===== src/rtl/f2fix_pkg.sv =====
package f2fix_pkg;
  localparam int EXP_W = 8;
  localparam int MAN_W = 23;
  localparam int BIAS  = 127;
  localparam int FLT_W = EXP_W + MAN_W + 1;

  typedef enum logic [1:0] {
    CLS_ZERO = 2'd0,
    CLS_FIN  = 2'd1,
    CLS_INF  = 2'd2,
    CLS_NAN  = 2'd3
  } fcls_e;

  typedef struct packed {
    logic             sign;
    fcls_e            cls;
    logic [EXP_W-1:0] exp_eff;
    logic [MAN_W:0]   sig;
  } fop_t;
endpackage


===== src/rtl/f2fix_unpack.sv =====
module f2fix_unpack
  import f2fix_pkg::*;
(
  input  logic [FLT_W-1:0] op_i,
  input  logic             flush_i,
  output fop_t             fop_o,
  output logic             denorm_o
);
  logic [EXP_W-1:0] e_fld;
  logic [MAN_W-1:0] f_fld;
  logic             e_ones, e_zero, f_zero;

  always_comb begin
    e_fld  = op_i[MAN_W +: EXP_W];
    f_fld  = op_i[MAN_W-1:0];
    e_ones = &e_fld;
    e_zero = ~|e_fld;
    f_zero = ~|f_fld;
    // flushed subnormal operand
    denorm_o = flush_i & e_zero & ~f_zero;
    fop_o.sign    = op_i[FLT_W-1];
    // subnormals share the scale of the smallest normal exponent
    fop_o.exp_eff = e_zero ? EXP_W'(1) : e_fld;
    fop_o.sig     = {~e_zero, f_fld};
    if (e_ones)
      fop_o.cls = f_zero ? CLS_INF : CLS_NAN;
    else if ((e_zero & f_zero) | denorm_o)
      fop_o.cls = CLS_ZERO;
    else
      fop_o.cls = CLS_FIN;
  end
endmodule


===== src/rtl/f2fix_scale.sv =====
module f2fix_scale
  import f2fix_pkg::*;
#(
  parameter int FRAC_W = 5,
  parameter int OUT_W  = 32,
  parameter int LSH_LIM = OUT_W - MAN_W,
  parameter int MAG_W   = MAN_W + 1 + LSH_LIM
) (
  input  logic [EXP_W-1:0]  exp_i,
  input  logic [MAN_W:0]    sig_i,
  input  logic [FRAC_W-1:0] frac_i,
  output logic [MAG_W-1:0]  mag_o,
  output logic              huge_o,
  output logic              lost_o
);
  localparam logic [MAN_W:0] ONES = {(MAN_W+1){1'b1}};

  int shamt;

  always_comb begin
    // net binary exponent of the scaled integer significand
    shamt  = int'(exp_i) - BIAS - MAN_W + int'(frac_i);
    mag_o  = '0;
    huge_o = 1'b0;
    lost_o = 1'b0;
    if (shamt > LSH_LIM) begin
      huge_o = 1'b1;
    end else if (shamt >= 0) begin
      mag_o = MAG_W'(sig_i) << shamt;
    end else if (-shamt > MAN_W) begin
      lost_o = |sig_i;
    end else begin
      mag_o  = MAG_W'(sig_i >> (-shamt));
      lost_o = |(sig_i & ~(ONES << (-shamt)));
    end
  end
endmodule


===== src/rtl/f2fix_clamp.sv =====
module f2fix_clamp
  import f2fix_pkg::*;
#(
  parameter int OUT_W  = 32,
  parameter int HALF_W = 16,
  parameter int MAG_W  = 33
) (
  input  fcls_e             cls_i,
  input  logic              sign_i,
  input  logic [MAG_W-1:0]  mag_i,
  input  logic              huge_i,
  input  logic              lost_i,
  input  logic              signed_i,
  input  logic              half_i,
  output logic [OUT_W-1:0]  res_o,
  output logic              inv_o,
  output logic              inx_o
);
  // largest magnitudes allowed before a clamp
  localparam logic [MAG_W-1:0] F_SMAX = MAG_W'((64'd1 << (OUT_W-1)) - 64'd1);
  localparam logic [MAG_W-1:0] F_SNEG = MAG_W'(64'd1 << (OUT_W-1));
  localparam logic [MAG_W-1:0] F_UMAX = MAG_W'((64'd1 << OUT_W) - 64'd1);
  localparam logic [MAG_W-1:0] H_SMAX = MAG_W'((64'd1 << (HALF_W-1)) - 64'd1);
  localparam logic [MAG_W-1:0] H_SNEG = MAG_W'(64'd1 << (HALF_W-1));
  localparam logic [MAG_W-1:0] H_UMAX = MAG_W'((64'd1 << HALF_W) - 64'd1);
  // saturated output codes
  localparam logic [OUT_W-1:0] F_SLO = {1'b1, {(OUT_W-1){1'b0}}};
  localparam logic [OUT_W-1:0] F_SHI = {1'b0, {(OUT_W-1){1'b1}}};
  localparam logic [OUT_W-1:0] H_SLO = {{(OUT_W-HALF_W+1){1'b1}}, {(HALF_W-1){1'b0}}};
  localparam logic [OUT_W-1:0] H_SHI = {{(OUT_W-HALF_W+1){1'b0}}, {(HALF_W-1){1'b1}}};
  localparam logic [OUT_W-1:0] F_UHI = {OUT_W{1'b1}};
  localparam logic [OUT_W-1:0] H_UHI = {{(OUT_W-HALF_W){1'b0}}, {HALF_W{1'b1}}};

  logic [MAG_W-1:0] lim_pos, lim_neg, mval;
  logic [OUT_W-1:0] sat_hi, sat_lo;
  logic             over;

  always_comb begin
    lim_pos = half_i ? (signed_i ? H_SMAX : H_UMAX) : (signed_i ? F_SMAX : F_UMAX);
    lim_neg = signed_i ? (half_i ? H_SNEG : F_SNEG) : '0;
    sat_hi  = half_i ? (signed_i ? H_SHI : H_UHI) : (signed_i ? F_SHI : F_UHI);
    sat_lo  = signed_i ? (half_i ? H_SLO : F_SLO) : '0;
    over    = 1'b0;
    mval    = '0;
    res_o   = '0;
    inv_o   = 1'b0;
    inx_o   = 1'b0;
    unique case (cls_i)
      CLS_NAN:  inv_o = 1'b1;
      CLS_ZERO: res_o = '0;
      default: begin
        over = (cls_i == CLS_INF) | huge_i |
               (sign_i ? (mag_i > lim_neg) : (mag_i > lim_pos));
        if (over) begin
          inv_o = 1'b1;
          res_o = sign_i ? sat_lo : sat_hi;
        end else begin
          inx_o = lost_i;
          mval  = sign_i ? (~mag_i + MAG_W'(1)) : mag_i;
          res_o = mval[OUT_W-1:0];
        end
      end
    endcase
  end
endmodule


===== src/rtl/f2fix_conv.sv =====
module f2fix_conv
  import f2fix_pkg::*;
#(
  parameter int FRAC_W = 5,
  parameter int OUT_W  = 32,
  parameter int HALF_W = 16
) (
  input  logic              clk,
  input  logic              rst,
  input  logic              in_valid,
  input  logic [31:0]       op_bits,
  input  logic              signed_mode,
  input  logic              half_mode,
  input  logic [FRAC_W-1:0] frac_bits,
  input  logic              flush_en,
  output logic              out_valid,
  output logic [OUT_W-1:0]  result,
  output logic              flag_invalid,
  output logic              flag_inexact,
  output logic              flag_denorm_in
);
  localparam int LSH_LIM = OUT_W - MAN_W;
  localparam int MAG_W   = MAN_W + 1 + LSH_LIM;

  fop_t             fop;
  logic             dn_c, huge_c, lost_c, inv_c, inx_c;
  logic [MAG_W-1:0] mag_c;
  logic [OUT_W-1:0] res_c;

  f2fix_unpack u_unpack (
    .op_i    (op_bits),
    .flush_i (flush_en),
    .fop_o   (fop),
    .denorm_o(dn_c)
  );

  f2fix_scale #(
    .FRAC_W (FRAC_W),
    .OUT_W  (OUT_W),
    .LSH_LIM(LSH_LIM),
    .MAG_W  (MAG_W)
  ) u_scale (
    .exp_i (fop.exp_eff),
    .sig_i (fop.sig),
    .frac_i(frac_bits),
    .mag_o (mag_c),
    .huge_o(huge_c),
    .lost_o(lost_c)
  );

  f2fix_clamp #(
    .OUT_W (OUT_W),
    .HALF_W(HALF_W),
    .MAG_W (MAG_W)
  ) u_clamp (
    .cls_i   (fop.cls),
    .sign_i  (fop.sign),
    .mag_i   (mag_c),
    .huge_i  (huge_c),
    .lost_i  (lost_c),
    .signed_i(signed_mode),
    .half_i  (half_mode),
    .res_o   (res_c),
    .inv_o   (inv_c),
    .inx_o   (inx_c)
  );

  always_ff @(posedge clk) begin
    if (rst) begin
      out_valid      <= 1'b0;
      result         <= '0;
      flag_invalid   <= 1'b0;
      flag_inexact   <= 1'b0;
      flag_denorm_in <= 1'b0;
    end else begin
      out_valid      <= in_valid;
      flag_invalid   <= in_valid & inv_c;
      flag_inexact   <= in_valid & inx_c;
      flag_denorm_in <= in_valid & dn_c;
      if (in_valid) result <= res_c;
    end
  end
endmodule


===== config.mk =====
export PLATFORM = sky130hd
export DESIGN_NAME = f2fix_conv
export DESIGN_NICKNAME = d
export VERILOG_FILES = /design/src/rtl/f2fix_pkg.sv /design/src/rtl/f2fix_unpack.sv /design/src/rtl/f2fix_scale.sv /design/src/rtl/f2fix_clamp.sv /design/src/rtl/f2fix_conv.sv
export SDC_FILE = /design/constraint.sdc
export NUM_CORES = 1
export LEC_CHECK = 0
export ABC_AREA = 0
export BUFFER_PORTS_ARGS = -buffer_cell sky130_fd_sc_hd__buf_2
export CELL_PAD_IN_SITES_DETAIL_PLACEMENT = 1
export CELL_PAD_IN_SITES_GLOBAL_PLACEMENT = 1
export CORE_MARGIN = 2
export CORE_UTILIZATION = 42
export CTS_CLUSTER_DIAMETER = 200
export DETAILED_ROUTE_END_ITERATION = 6
export PLACE_DENSITY = 0.83
export RECOVER_POWER = 25
export SKIP_LAST_GASP = 1
export SYNTH_ARGS = -nofsm -noshare
export SYNTH_HDL_FRONTEND = slang
export SYNTH_SLANG_ARGS = --single-unit

===== constraint.sdc =====
create_clock -name clk -period 10.1 [get_ports clk]
set_input_delay 3.03 -clock clk [delete_from_list [all_inputs] [get_ports clk]]
set_output_delay 3.03 -clock clk [all_outputs]
set_load 0.02 [all_outputs]

==> results.md <==
* Status: finished clean
* Max clock buf depth at 2
* CTS tree: built
* CP dominant cell by count: a21o_1
* Fraction of registers with async set/reset at 0%
* DP Worst Slack at -0.0939 ns
* Fin area at 9110 um^2
* Synth area leader: mux4_2
* XOR/XNOR Fraction of Synth Area at 4.19%
* Ant. Diodes at 0
* Fin. max-slew vios at 0
* Setup CP Type: in2reg
* Io pins at 79
* Mapped Cells at 1059
* Post-DP Area at 8890 um^2
* Maximum vdd ir drop at 64.8 uV
* Top area cells in the synthesized netlist: mux4_2 (10%), dfxtp_1 (8.8%), mux2i_1 (6.6%), nand2_1 (5.9%), ha_1 (5.7%)
* FF-to-FF path depth at 3
* Hold crit path type: reg2reg
* WHS at 0.446 ns
* Final period utilization at 96.2%
* Clock-pin slew on the worst setup and hold paths at 0.06 ns
* Area taken by flip-flops and latches at 721 um^2
* PortBufs at 78
* Setup crit end kind: flop
* Fin. Hold Viols at 0
* Compound-gate portion of the synthesized area at 30.7%
* Required @ worst endpoint at 10.28 ns
* Routed WL per cell at 24.9 um
* Drt total wl at 34.2 mm
* Critical Path Source Type: primary input
* DR pass1 iterations at 5
* Syn_area_per_cell at 7.70 um^2
* Main combinational cell family by area after synthesis: compound AO/OA/AOI/OAI gates
* Placer congestion estimate at 1.00
* Maxcap violations at 0
* Synth top area share at 10.2%
* Non-filler cells, final at 1374
* Leakage at 3.78 nW
* Final #Nets at 1195
* Initial antenna violation count at 0
* Critical Path Max Stage Delay at 0.50 ns
* Power Density at 167 nW/um^2
* Via/cell ratio at 6.73
* Maximum clock rate at 0.103 GHz
* DP Wirelength at 26.6 mm
* Synth warnings at 0
* Headroom to the max-slew limit at 31.1%
* Simple-gate share of the synthesized area at 22.6%
* Core footprint at 18900 um^2
* CTS buffer count at 5
* # placed instances at 1366
* Via Count at 9242
* Die span in y at 143 um
* Root Driver: clkbuf_16
* Crit-path max FO at 15
* Most numerous cell in the Yosys netlist: nand2_1
* Area added between synthesis and finish at 11.8%
* Core Util, Final at 48.2%
* Row cnt at 50
* Number of synthesized flops with an enable pin at 0
* Die extent in x at 143 um
* List of most frequent post-synthesis cells: nand2_1 (128), o21ai_0 (78), nor2_1 (70)
* Initial DRC count at 984
* Total Power at 1.52 mW
* Adder and majority gate portion of the synthesized area at 6.29%
* Multiplexer share of the synthesized area at 20.0%
* Setup TNS at 0 ns
* RSZ-0062 raised after global routing: no
* Pin count of the biggest net entering global routing at 51
* Fin crit period at 9.72 ns
* Post-CTS Setup Repair Bufs at 0
* H-tree depth at 2
* Final setup violation count at 0
* Yosys reg bits at 36
* Clock Skew at 0 ns
* Slew @ Worst Pin at 1.02 ns
* Crit-path slowest cell: fa_2
* First-pass GRT wire length at 53.2 mm
* DRC viols at 0
* Total global routing track utilization at 33.3%
* Vias in the first global route at 9082
* ANT nets after route at 0
* Prevailing post-synth register cell: dfxtp_1
* Initial Utilization at 43.2%
* Mapped Nets at 1141
* Area of the die at 20500 um^2
* Clock insertion delay at the later pin of the skew report at 0.29 ns
* Fillers at 2412
* Mapped cell area at 8150 um^2
* Share of cells above drive strength 1 at 23.0%
* Netlist cell types at 109
* Clock sinks at 36
* Hold Crit Depth at 2
* Seq/Total Area, Yosys at 8.84%
* Total grt overflow at 0
* Arrival time worst endpoint at 9.90 ns
* Fin worst setup slack at 0.380 ns
* Area of the multi-input gates at 6970 um^2
cell families after synthesis:
logic type	after synthesis
adders and majority gates	40
DFF	36
xor gates and xnor gates	33
AOI/OAI and AO/OA	349
buffers and inverters	120
and+or+nand+nor	367
muxes	114
registers in the layout, summed over array words and instances (netlist names):
| signal | flops |
|---|---|
| flag_denorm_in | 1 |
| flag_inexact | 1 |
| flag_invalid | 1 |
| out_valid | 1 |
| result | 32 |
power breakdown:
group | internal (mW) | switching, mW | total (mW)
Combinational | 0.432 | 0.777 | 1.21
Sequential | 0.152 | 0.00496 | 0.157
Clock | 0.0909 | 0.0645 | 0.155
per-layer routing:
| metal | vias to the layer above | share of wire (%) | routed length [um] | GRT usage (%) |
|---|---|---|---|---|
| li1 | 4147 | - | - | - |
| met1 | 4536 | 43 | 14800 | 46.3 |
| met2 | 470 | 46 | 15600 | 53.4 |
| met3 | 89 | 8.0 | 2720 | 4.93 |
| met4 | 0 | 3.1 | 1060 | 10.3 |
| met5 | - | 0 | 0 | 0 |
cell usage in the layout (no fill, tap or decap), types with 11 or more instances in the layout:
cell type / synthesis / final
a211oi_1: 13 / 12
a21o_1: 18 / 18
a21oi_1: 62 / 59
a31oi_1: 11 / 11
a32o_1: 11 / 11
and2_1: 13 / 13
and3_1: 14 / 13
buf_2: 27 / 60
buf_4: 7 / 55
clkbuf_1: 40 / 18
dfxtp_1: 36 / 36
ha_1: 37 / 34
inv_1: 31 / 31
mux2_2: 21 / 21
mux2i_1: 54 / 54
mux4_2: 37 / 37
nand2_1: 128 / 128
nand2b_1: 15 / 14
nand3_1: 33 / 33
nor2_1: 70 / 68
nor3_1: 14 / 14
o211ai_1: 11 / 11
o21ai_0: 78 / 74
o21ai_1: 16 / 19
o22ai_1: 16 / 16
xnor2_1: 19 / 17
critical path, delay by kind of cell:
kind / cells / cell delay, ns
AO/OA/AOI/OAI: 19 / 3.52
AND/OR/NAND/NOR: 7 / 1.34
adder cells (fa/ha/maj): 4 / 1.18
buffers and inverters: 5 / 0.80
timing repair:
action / CTS / global route
hold buffers: 0 / 0
resized for setup: 0 / 25
hold endpoints to repair: 0 / 0
endpoints found under the setup margin: 0 / 34
final cells by class:
cell class | instances | share of cell area (%)
multi-input combinational | 903 | 76.5
timing repair buffer | 136 | 9.13
sequential | 36 | 7.91
tap | 260 | 3.57
clock buffer | 5 | 1.37
inverter | 31 | 1.28
clock inverter | 3 | 0.206
final timing paths:
path | startpoint | slack [ns] | to
max | op_bits[28] | 0.38 | result[12]$_SDFFE_PP0P_
min | result[27]$_SDFFE_PP0P_ | 0.45 | result[27]$_SDFFE_PP0P_
max reg2reg | result[16]$_SDFFE_PP0P_ | 9.20 | result[16]$_SDFFE_PP0P_
min reg2reg | result[27]$_SDFFE_PP0P_ | 0.45 | result[27]$_SDFFE_PP0P_
No activity file was read; power rests on OpenSTA's default activity.
